--- config.mk ---
export PLATFORM = sky130hd
export DESIGN_NAME = dma_addr_ctrl
export DESIGN_NICKNAME = d
export VERILOG_FILES = /design/src/rtl/dma_addr_ctrl.sv
export SDC_FILE = /design/constraint.sdc
export NUM_CORES = 1
export LEC_CHECK = 0
export ABC_AREA = 1
export CAP_MARGIN = 20
export CORE_AREA = 2 2 183 185
export CTS_BUF_LIST = sky130_fd_sc_hd__clkbuf_16
export DETAILED_ROUTE_END_ITERATION = 16
export DIE_AREA = 0 0 185 187
export PLACE_DENSITY = 0.67
export SYNTH_ARGS = -nofsm -noshare
export SYNTH_HDL_FRONTEND = slang
export SYNTH_SLANG_ARGS = --single-unit
--- constraint.sdc ---
create_clock -name clk -period 4.8 [get_ports clk]
set_input_delay 0.48 -clock clk [delete_from_list [all_inputs] [get_ports clk]]
set_output_delay 0.48 -clock clk [all_outputs]
set_load 0.1 [all_outputs]
--- src/rtl/dma_addr_ctrl.sv ---
module dma_addr_ctrl #(
  parameter int NCH = 8,
  parameter int AW  = 14,
  parameter int LW  = 8,
  localparam int CW = $clog2(NCH)
) (
  input  logic          clk,
  input  logic          rst_n,
  input  logic          cfg_we,
  input  logic [CW-1:0] cfg_ch,
  input  logic [AW-1:0] cfg_base,
  input  logic [LW-1:0] cfg_len,
  input  logic          cfg_circ,
  input  logic [NCH-1:0] chan_req,
  input  logic          bus_ack,
  output logic          bus_req,
  output logic          addr_oe,
  output logic [AW-1:0] mem_addr,
  output logic          dev_strobe,
  output logic [CW-1:0] dev_sel,
  output logic [NCH-1:0] done
);

  typedef enum logic [1:0] {IDLE, REQ, XFER, RET} st_t;
  st_t st;

  logic [AW-1:0] base_q [NCH];
  logic [LW-1:0] len_q  [NCH];
  logic [LW-1:0] off_q  [NCH];
  logic [NCH-1:0] circ_q, done_q;
  logic [CW-1:0] sel_q, win;

  logic          pend_v, pend_circ;
  logic [CW-1:0] pend_ch;
  logic [AW-1:0] pend_base;
  logic [LW-1:0] pend_len;

  logic [NCH-1:0] elig;
  logic [LW-1:0]  off_nx;
  logic           idle, apply_cfg, apply_pend;

  assign elig       = chan_req & ~done_q;
  assign idle       = (st == IDLE);
  assign apply_pend = idle && pend_v;
  assign apply_cfg  = idle && !pend_v && cfg_we;
  assign off_nx     = off_q[sel_q] + 1'b1;

  always_comb begin
    win = '0;
    for (int i = NCH-1; i >= 0; i--)
      if (elig[i]) win = CW'(i);
  end

  assign bus_req    = (st == REQ) || (st == XFER);
  assign addr_oe    = (st == XFER);
  assign dev_strobe = addr_oe;
  assign dev_sel    = sel_q;
  assign mem_addr   = addr_oe ? base_q[sel_q] + AW'(off_q[sel_q]) : '0;
  assign done       = done_q;

  always_ff @(posedge clk or negedge rst_n) begin
    if (!rst_n) begin
      st <= IDLE;
      sel_q <= '0;
    end else begin
      case (st)
        IDLE: if (|elig) begin st <= REQ; sel_q <= win; end
        REQ:  if (bus_ack) st <= XFER;
        XFER: st <= RET;
        RET:  if (!bus_ack) st <= IDLE;
        default: st <= IDLE;
      endcase
    end
  end

  always_ff @(posedge clk or negedge rst_n) begin
    if (!rst_n) begin
      pend_v <= 1'b0; pend_ch <= '0; pend_base <= '0; pend_len <= '0; pend_circ <= 1'b0;
    end else if (cfg_we && !apply_cfg) begin
      pend_v <= 1'b1; pend_ch <= cfg_ch; pend_base <= cfg_base;
      pend_len <= cfg_len; pend_circ <= cfg_circ;
    end else if (apply_pend) begin
      pend_v <= 1'b0;
    end
  end

  always_ff @(posedge clk or negedge rst_n) begin
    if (!rst_n) begin
      for (int i = 0; i < NCH; i++) begin
        base_q[i] <= '0; len_q[i] <= '0; off_q[i] <= '0;
      end
      circ_q <= '0;
      done_q <= '1;
    end else if (apply_cfg || apply_pend) begin
      base_q[apply_pend ? pend_ch : cfg_ch] <= apply_pend ? pend_base : cfg_base;
      len_q [apply_pend ? pend_ch : cfg_ch] <= apply_pend ? pend_len  : cfg_len;
      circ_q[apply_pend ? pend_ch : cfg_ch] <= apply_pend ? pend_circ : cfg_circ;
      off_q [apply_pend ? pend_ch : cfg_ch] <= '0;
      done_q[apply_pend ? pend_ch : cfg_ch] <= ((apply_pend ? pend_len : cfg_len) == '0);
    end else if (st == XFER) begin
      if (off_nx == len_q[sel_q]) begin
        off_q[sel_q] <= '0;
        if (!circ_q[sel_q]) done_q[sel_q] <= 1'b1;
      end else begin
        off_q[sel_q] <= off_nx;
      end
    end
  end


  grant_seen_chk: assert property (@(posedge clk) disable iff (!rst_n)
    $rose(addr_oe) |-> $past(bus_ack));


  one_cycle_chk: assert property (@(posedge clk) disable iff (!rst_n)
    addr_oe |=> !addr_oe && !bus_req);


  done_quiet_chk: assert property (@(posedge clk) disable iff (!rst_n)
    dev_strobe |-> !done[dev_sel]);


  req_cover_chk: assert property (@(posedge clk) disable iff (!rst_n)
    addr_oe |-> bus_req);


  prio_chk: assert property (@(posedge clk) disable iff (!rst_n)
    $rose(bus_req) |-> ($past(elig) & ((NCH'(1) << dev_sel) - NCH'(1))) == '0);

endmodule

**Yosys cells after proc, flatten, opt, wreduce, memory -nomap -nowiden**

Cells that the tools add are included.

- $add $sub $neg: 2
- Multipliers: 0
- Divide/modulo/power cells: 0
- Order comparisons: 8
- Equality and inequality tests: 8
- Shift-type cells: 0
- Mux-type cells: 52
- Bitwise operators: 9
- Reductions and logical operators: 21

Operator list:

| kind | number |
|---|---|
| $mux W64 | 3 |
| $and A64 B64 Y64 | 2 |
| $bwmux W64 | 2 |
| $not A64 Y64 | 2 |
| $bwmux W112 | 1 |
| $mux W8 | 11 |
| $mux W14 | 5 |
| $bmux W8 S3 | 2 |
| $demux W8 S3 | 2 |
| $bmux W14 S3 | 1 |
| $demux W14 S3 | 1 |
| $mux W3 | 9 |
| $bwmux W8 | 2 |
| $add A14 B8 Y14 | 1 |
| $add A8 B1 Y8 const B | 1 |
| $and A8 B8 Y8 | 1 |
| $eq A8 B8 Y1 | 1 |
| $ge A4 B4 Y1 const B | 2 |
| $logic_and A1 B1 Y1 | 8 |
| $logic_not A8 Y1 | 1 |
| $lt A3 B4 Y1 const B | 2 |
| $lt A4 B1 Y1 const B | 2 |
| $not A3 Y4 | 2 |
| $not A8 Y8 | 1 |
| other kinds (18) | 35 |

- Bits in registers: 288
- Latch bits: 0
- Memory bits (writable): 0
- Memory bits (read-only): 0
- Output and inout bits: 28
- Word-level logic and storage cells: 133
- Memories: 0

**Longest topological paths before layout**

Gate-level depths: netlist of the first run.

- Depth in word-level cells: 11
- Mapped depth: 27
- Mapped depth without buffers: 24

**Worst setup path before layout of the first run**

No wires, ideal clock.

- Path kind: register to output
- Start point: register sel_q[0] (netlist: dev_sel[0])
- End point: output port mem_addr[6]
- Data arrival time: 5817 ps
- Required time: 4320 ps
- Setup slack: -1497 ps
- Stages on the path, launching flop included: 21
- Buffers on the path: 5
- Cell sequence: dfrtp_1 > buf_4 > inv_2 > buf_4 > buf_2 > nand2_1 > clkbuf_1 > buf_1 > o22ai_1 > a221oi_1 > o2111ai_1 > ha_1 > inv_1 > fa_1 > nor2_1 > o21ai_0 > nand2_1 > a21o_1 > nand2_1 > a21oi_1 > nor3_1

- Cells in the longest elaborated chain, start to end: 6

Ends and longest elaborated chain:

| element | RTL line | RTL |
|---|---|---|
| start, declared | 31 | `logic [CW-1:0] sel_q, win;` |
| start signal, assigned | 64 | `sel_q <= '0;` |
| start signal, assigned | 67 | `IDLE: if (\|elig) begin st <= REQ; sel_q <= win; end` |
| $not A3 Y4 (not written as such) * | 58 | `assign mem_addr = addr_oe ? base_q[sel_q] + AW'(off_q[sel_q]) : '0;` |
| $bmux W14 S3 or $bmux W8 S3 (tied branches) | 58 |  |
| $mux W14 (not written as such) or $mux W8 (tied branches) (2 in a row) | 58 |  |
| $add A14 B8 Y14 * | 58 |  |
| $mux W14 * | 58 |  |
| end, declared | 18 | `output logic [AW-1:0] mem_addr,` |

Mark *: on every way between the ends. The rest lies on a longest branch, timed or not. The select of a mux whose other input is x is not followed.

**Final worst setup path of the first run**

- Start point: register sel_q[2] (netlist: dev_sel[2])
- End point: output port mem_addr[12]

The elaborated chain is that of the path after synthesis.

==> results of run 1 <==
==> flip-flops by register name (all words and copies together), names as in the netlist <==
| name | count |
|---|---|
| base_q | 112 |
| circ_q | 8 |
| dev_sel | 3 |
| done | 8 |
| len_q | 64 |
| off_q | 64 |
| pend_base | 14 |
| pend_ch | 3 |
| pend_circ | 1 |
| pend_len | 8 |
| pend_v | 1 |
| st | 2 |
==> cells by family (layout without fill, tap and decap cells) <==
group	after synthesis	in the layout	synth area share
buf+inv	297	375	0.0772
flops	288	288	0.449
mux	97	97	0.0678
simple gates	1196	1196	0.298
fa+ha+maj	15	15	0.0121
compound gates	271	271	0.0963
==> area by class of cell <==
type	count	area [µm²]	share of cell area
clock buffers	34	851	0.0456
clock inverters	28	190	0.0102
inverters	191	727	0.0389
multi-input cells	1579	7820	0.419
flip-flops and latches	288	7220	0.387
well taps	448	561	0.0300
repair buffers	122	1310	0.0699
==> layer usage <==
layer,part of all wire,track usage,vias to the layer above
met3,0.079,0.0460,113
met1,0.44,0.421,7022
met4,0.035,0.101,0
met5,0,0,-
met2,0.44,0.441,552
li1,-,-,7002
==> cells in the mapped netlist, types with 3 or more instances <==
master | n | area (µm²)
a221oi_1 | 18 | 158
o22ai_1 | 35 | 219
buf_1 | 13 | 48.8
nor2_2 | 4 | 25.0
nand3_1 | 129 | 646
o21ai_0 | 122 | 611
nor3_1 | 6 | 30.0
buf_4 | 16 | 120
nor2_1 | 278 | 1040
nand2_1 | 755 | 2830
nand2_2 | 7 | 43.8
o2111ai_1 | 6 | 52.6
nand2_4 | 3 | 33.8
clkbuf_1 | 58 | 218
a22oi_1 | 6 | 45.0
buf_6 | 7 | 78.8
dfrtp_1 | 280 | 7010
ha_1 | 14 | 175
o21ai_1 | 10 | 50.1
inv_1 | 173 | 649
nor2_4 | 3 | 33.8
a21oi_1 | 63 | 315
dfstp_2 | 8 | 210
inv_2 | 17 | 63.8
mux2_2 | 96 | 1080
nand4_1 | 4 | 25.0
buf_2 | 12 | 60.1
==> critical path, delay by kind of cell (launching register included) <==
family	cells	cell delay (ps)
AND/OR/NAND/NOR	10	1170
AO/OA/AOI/OAI	6	750
buffers and inverters	5	800
adder cells (fa/ha/maj)	1	410
flip-flops	1	470
==> per-stage QoR <==
stage / cell area [µm²] / power, mW / instances / util / setup TNS [ps]
after detailed placement: 17400 / 10.8 / 2608 / 0.528 / 0
after global routing: 18700 / 14.4 / 2690 / 0.568 / -9.48
after global placement: 17400 / 10.7 / 2608 / 0.528 / 0
final: 18700 / 13.6 / 2690 / 0.568 / 0
after CTS: 18500 / 13.4 / 2675 / 0.561 / 0
after floorplan: 16200 / 8.69 / 2164 / - / 0
==> final timing paths <==
| path | depth (start not counted) | start | endpoint |
|---|---|---|---|
| max in group asynchronous | 2 | rst_n | len_q[49]$_DFFE_PN0P_ |
| max | 22 | dev_sel[2]$_DFFE_PN0P_ | mem_addr[12] |
| min | 1 | rst_n | base_q[41]$_DFFE_PN0P_ |
| min in group clk | 2 | len_q[12]$_DFFE_PN0P_ | len_q[12]$_DFFE_PN0P_ |
| min reg2reg | 2 | len_q[12]$_DFFE_PN0P_ | len_q[12]$_DFFE_PN0P_ |
| max reg2reg | 24 | dev_sel[0]$_DFFE_PN0P_ | off_q[33]$_DFFE_PN0P_ |
==> power by group through the flow <==
| stage | combinational [mW] | sequential, mW | clock (mW) |
|---|---|---|---|
| 2_1_floorplan | 4.60 | 4.09 | 0 |
| 3_3_place_gp | 6.73 | 3.96 | 0 |
| 3_5_place_dp | 6.84 | 4.00 | 0 |
| 4_1_cts | 6.92 | 3.95 | 2.49 |
| 5_1_grt | 7.75 | 4.07 | 2.60 |
| 6_report | 7.19 | 3.96 | 2.46 |
==> what timing repair did <==
| action | CTS | global route |
|---|---|---|
| resized for setup | 3 | 27 |
| hold endpoints to repair | 0 | 0 |
| endpoints found under the setup margin | 6 | 6 |
| setup buffers | 5 | 14 |
| pin swaps | 0 | 9 |
==> impl_metrics.tcl, run 1 <==
set metrics [dict create \
    critPathCaptureType "primary output" \
    synth.yosys.seq_area_share 0.449 \
    grt_overflow 0 \
    syn_area_per_cell_um2 7.43 \
    yosys_warnings 0 \
    ant_nets 0 \
    combinationalPowerShare 0.528 \
    netlist_area_mm2 0.0161 \
    vias 14700 \
    synthDistinctLibCells 43 \
    cts_tree "built" \
    hold_slack_ps 10.8 \
    worst_ep_required_time_ps 4320 \
    dp_slack_ps 246 \
    fp.coreArea_mm2 0.0329 \
    vias_per_cell 5.46 \
    r2r_slack_ps 650 \
    arrival_ps 4140 \
    holdCritPathClass "in -> async" \
    die_y_um 187 \
    crit_path_start_kind "register" \
    drt_iter0_drc 1437 \
    setup_violations 0 \
    synth_edf_count 0 \
    synth_cells 2164 \
    cpMaxStageDelayCell "dfrtp_2" \
    ctsHtreeMaxLevel 2 \
    netSwitchingPower_mw 6.59 \
    max-slew-margin-rel 0.275 \
    gp_congestion 0.937 \
    ys_ff_latch 288 \
    slew_viol_final 0 \
    power_frac_seq 0.291 \
    p_leak_nw 9.10 \
    synth_flop_cell "dfrtp_1" \
    fmax_mhz 216 \
    worst_pin_slew_ps 1080 \
    ir_worst_vdd_v 0.000550 \
    syn2layout_area_growth_pct 16.1 \
    boundaryPins 66 \
    grt_pass1_wl_um 78200 \
    crit_type "reg -> out" \
    die_x_um 185 \
    track_usage 0.290 \
    pwr-share-clk 0.181 \
    grt_pass1_vias 13900 \
    die_area_mm2 0.0346 \
    async_flop_share 1.00 \
    clkTransAtPathRegs_ps 60 \
    layout_common_cells "747 x nand2_1, 277 x dfrtp_1, 264 x nor2_1, 181 x inv_1, 129 x nand3_1" \
    swShare 0.485 \
    fin_worst_skew_ps 16.7 \
    nets 2269 \
    setup_slack_ps 180 \
    wl_per_cell_um 18.3 \
    p_int_mw 7.01 \
    start_util 0.490 \
    drive_gt1_frac 0.134 \
    crit_chain "buf_4 > nor2_8 > nand2_4 > inv_2 > buf_4 > a221oi_1 > nand2_1 > inv_1 > fa_2 > nor2_1 > o21ai_0 > nand2_1 > a21o_1 > nand2_1 > a21oi_2 > o21ai_1 > nand2_2 > nand2_2 > nor2_2 > a21oi_1 > nor2_4 > buf_12" \
    cap_viol_max_count 0 \
    post-route-period-util 0.963 \
    status "complete, no violations" \
    dpl.hpwl_um 32700 \
    synth_nets 2217 \
    crit_path_max_incr_delay_ps 470 \
    crit_fanout 13 \
    clock_tree.root_cell "clkbuf_16" \
    antenna_found_initial 0 \
    firstDrtPassIters 5 \
    drcViolationCount 0 \
    cts_hold_buf 0 \
    cts-buffers-inserted 34 \
    wl_um 49200 \
    final_common_cell "nand2_1" \
    io_buffers 65 \
    n_antenna_cell 0 \
    power_density_mw_per_mm2 728 \
    fill_cells 3053 \
    critical_path.most_common_cell "nand2_1" \
    rows 67 \
    period_minus_slack_ps 4620 \
    finalHoldViolations 0 \
    clock_sinks 288 \
    clk_latency_ps 530 \
    grt_max_degree 113 \
    clk_path_buf_depth 3 \
]
No activity file was read; power rests on OpenSTA's default activity.
==> run 2: changes to the inputs <==
CORE_AREA = 2 2 211 161   (was 2 2 183 185)
DIE_AREA = 0 0 213 163   (was 0 0 185 187)
==> run 2 against run 1 <==
The run now ends with hold timing left. Sequential cell count stayed put. Via count is 1.4% higher. Clock power is 4% lower. Sequential power hardly changed. Combinational power is 0.6% higher. Clock skew is 7.3 ps higher. Total power is 0.40% lower. Utilization is 0.31 points lower. Final cell count hardly changed. Global-route usage is 0.72 points higher. Clock-buffer cell count is 3 lower. Largest power group unchanged.
==> impl_metrics.tcl, run 2 (same netlist as run 1, synthesis figures left out) <==
set metrics [dict create \
    crit_path_start_kind "register" \
    max-slew-margin-rel 0.275 \
    fin_worst_skew_ps 24.0 \
    holdCritPathClass "in -> async" \
    arrival_ps 4120 \
    n_antenna_cell 0 \
    start_util 0.489 \
    p_leak_nw 9.05 \
    boundaryPins 66 \
    rows 58 \
    finalSetupTns_ps 0 \
    critical_path.most_common_cell "nand2_1" \
    clock_sinks 288 \
    grt_pass1_vias 14000 \
    fmax_mhz 217 \
    period_minus_slack_ps 4600 \
    cpMaxStageDelayCell "dfrtp_4" \
    dp_slack_ps 379 \
    firstDrtPassIters 5 \
    path_delay_family "simple AND/OR/NAND/NOR gates" \
    die_x_um 213 \
    ir_worst_vdd_v 0.000715 \
    top_register "base_q" \
    cts_tree "built" \
    vias_per_cell 5.54 \
    fin_total_pwr_mw 13.5 \
    crit_path_max_incr_delay_ps 560 \
    dpl.hpwl_um 34700 \
    antenna_found_initial 0 \
    drive_gt1_frac 0.132 \
    grt_max_degree 110 \
    wl_per_cell_um 18.8 \
    crit_type "reg -> out" \
    clk_latency_ps 590 \
    status "finished, violations left" \
    worst_pin_slew_ps 1090 \
    clock_tree.root_cell "clkbuf_16" \
    slew_viol_final 0 \
    drt_iter0_drc 1432 \
    gp_congestion 0.934 \
    hold_slack_ps -42.5 \
    die_area_mm2 0.0347 \
    clkTransAtPathRegs_ps 60 \
    final_common_cell "nand2_1" \
    clk_path_buf_depth 3 \
    critPathCaptureType "primary output" \
    io_buffers 65 \
    fp.coreArea_mm2 0.0329 \
    cts-buffers-inserted 30 \
    cap_viol_max_count 0 \
    ctsHtreeMaxLevel 1 \
    track_usage 0.297 \
    cts_hold_buf 0 \
    wl_um 50600 \
    die_y_um 163 \
    setup_slack_ps 201 \
    worst_ep_required_time_ps 4320 \
    grt_overflow 0 \
    power_density_mw_per_mm2 729 \
    crit_chain "nor2_4 > nand2_4 > inv_1 > nand2_1 > o2111ai_1 > ha_1 > inv_1 > fa_1 > nor2_1 > o21ai_0 > nand2_1 > a21o_1 > nand2_1 > a21oi_2 > o21ai_0 > nand2_1 > nand2_1 > nor2_2 > nand3_1 > nand2_2 > nor2_4 > buf_12" \
    vias 14900 \
    nets 2269 \
    post-route-period-util 0.958 \
    largest_reg_flops 112 \
    crit_fanout 11 \
    crit_buf_inv 3 \
    grt_pass1_wl_um 79400 \
    syn2layout_area_growth_pct 15.5 \
    reg_top3 "base_q x112, len_q x64, off_q x64" \
    ant_nets 0 \
    layout_common_cells "751 x nand2_1, 277 x dfrtp_1, 263 x nor2_1, 178 x inv_1, 129 x nand3_1" \
    violations "hold timing" \
    finalHoldViolations 27 \
    setup_violations 0 \
    drcViolationCount 0 \
]
## run 2: cell types whose count changed in the layout (fill, tap and decap cells not counted), sizes merged
cell,previous run,this run
inv,201,196
clkbuf,34,31
clkinvlp,0,2
clkinv,16,14
bufinv,2,3
buf,72,76
## run 2: area by class of cell
type	instances	area, µm²
Inverter	191	732
Sequential cell	288	7230
Fill cell	3015	14300
Multi-Input combinational cell	1579	7780
Clock inverter	24	188
Clock buffer	31	776
Timing Repair Buffer	126	1320
Tap cell	450	563
## run 2: final timing paths
path                                        startpoint                        end  slack, ps  depth (start not counted)
worst max register to register  dev_sel[0]$_DFFE_PN0P_      off_q[37]$_DFFE_PN0P_        830                         24
max in group asynchronous                        rst_n      off_q[53]$_DFFE_PN0P_       3620                          2
worst max-delay path            dev_sel[1]$_DFFE_PN0P_               mem_addr[12]        200                         22
worst min register to register  base_q[18]$_DFFE_PN0P_     base_q[18]$_DFFE_PN0P_        470                          2
worst min-delay path                             rst_n  pend_base[13]$_DFFE_PN0P_        -40                          1
min in group clk                base_q[18]$_DFFE_PN0P_     base_q[18]$_DFFE_PN0P_        470                          2
## run 2: report_power, final
group / switching [mW] / leakage (nW) / internal [mW]
logic: 5.05 / 4.98 / 2.19
registers: 0.556 / 3.57 / 3.41
clock network: 1.02 / 0.491 / 1.32
## run 2: what timing repair did
action | CTS | global route
setup endpoints to repair | 5 | 6
resized for setup | 8 | 16
pin swaps | 0 | 4
buffers inserted | 8 | 6
gates cloned | 0 | 0
## run 2: per-layer routing
layer	GRT usage	part of all wire
met5	0	0
met4	0.0699	0.019
met3	0.0773	0.12
met2	0.421	0.41
met1	0.452	0.45
## run 2: through the flow
| stage | cell area, µm² | instances | utilization |
|---|---|---|---|
| after CTS | 18400 | 2679 | 0.561 |
| after floorplan | 16200 | 2164 | - |
| after global routing | 18600 | 2689 | 0.565 |
| after global placement | 17400 | 2616 | 0.529 |
| final | 18600 | 2689 | 0.565 |
| after detailed placement | 17400 | 2616 | 0.529 |
## run 2: worst reg2reg max path: cells and delay by family, from the launching register on
family                     cells  cell delay, ps
DFF                            1             520
adders and majority gates      1             220
buffers and inverters          6            1330
and+or+nand+nor               17            1800
==> run 3: changes to the inputs <==
ABC_CLOCK_PERIOD_IN_PS = 4800   (was default)
==> results of run 3 <==
The final DEF is identical to that of run 2; final timing and power are the same.
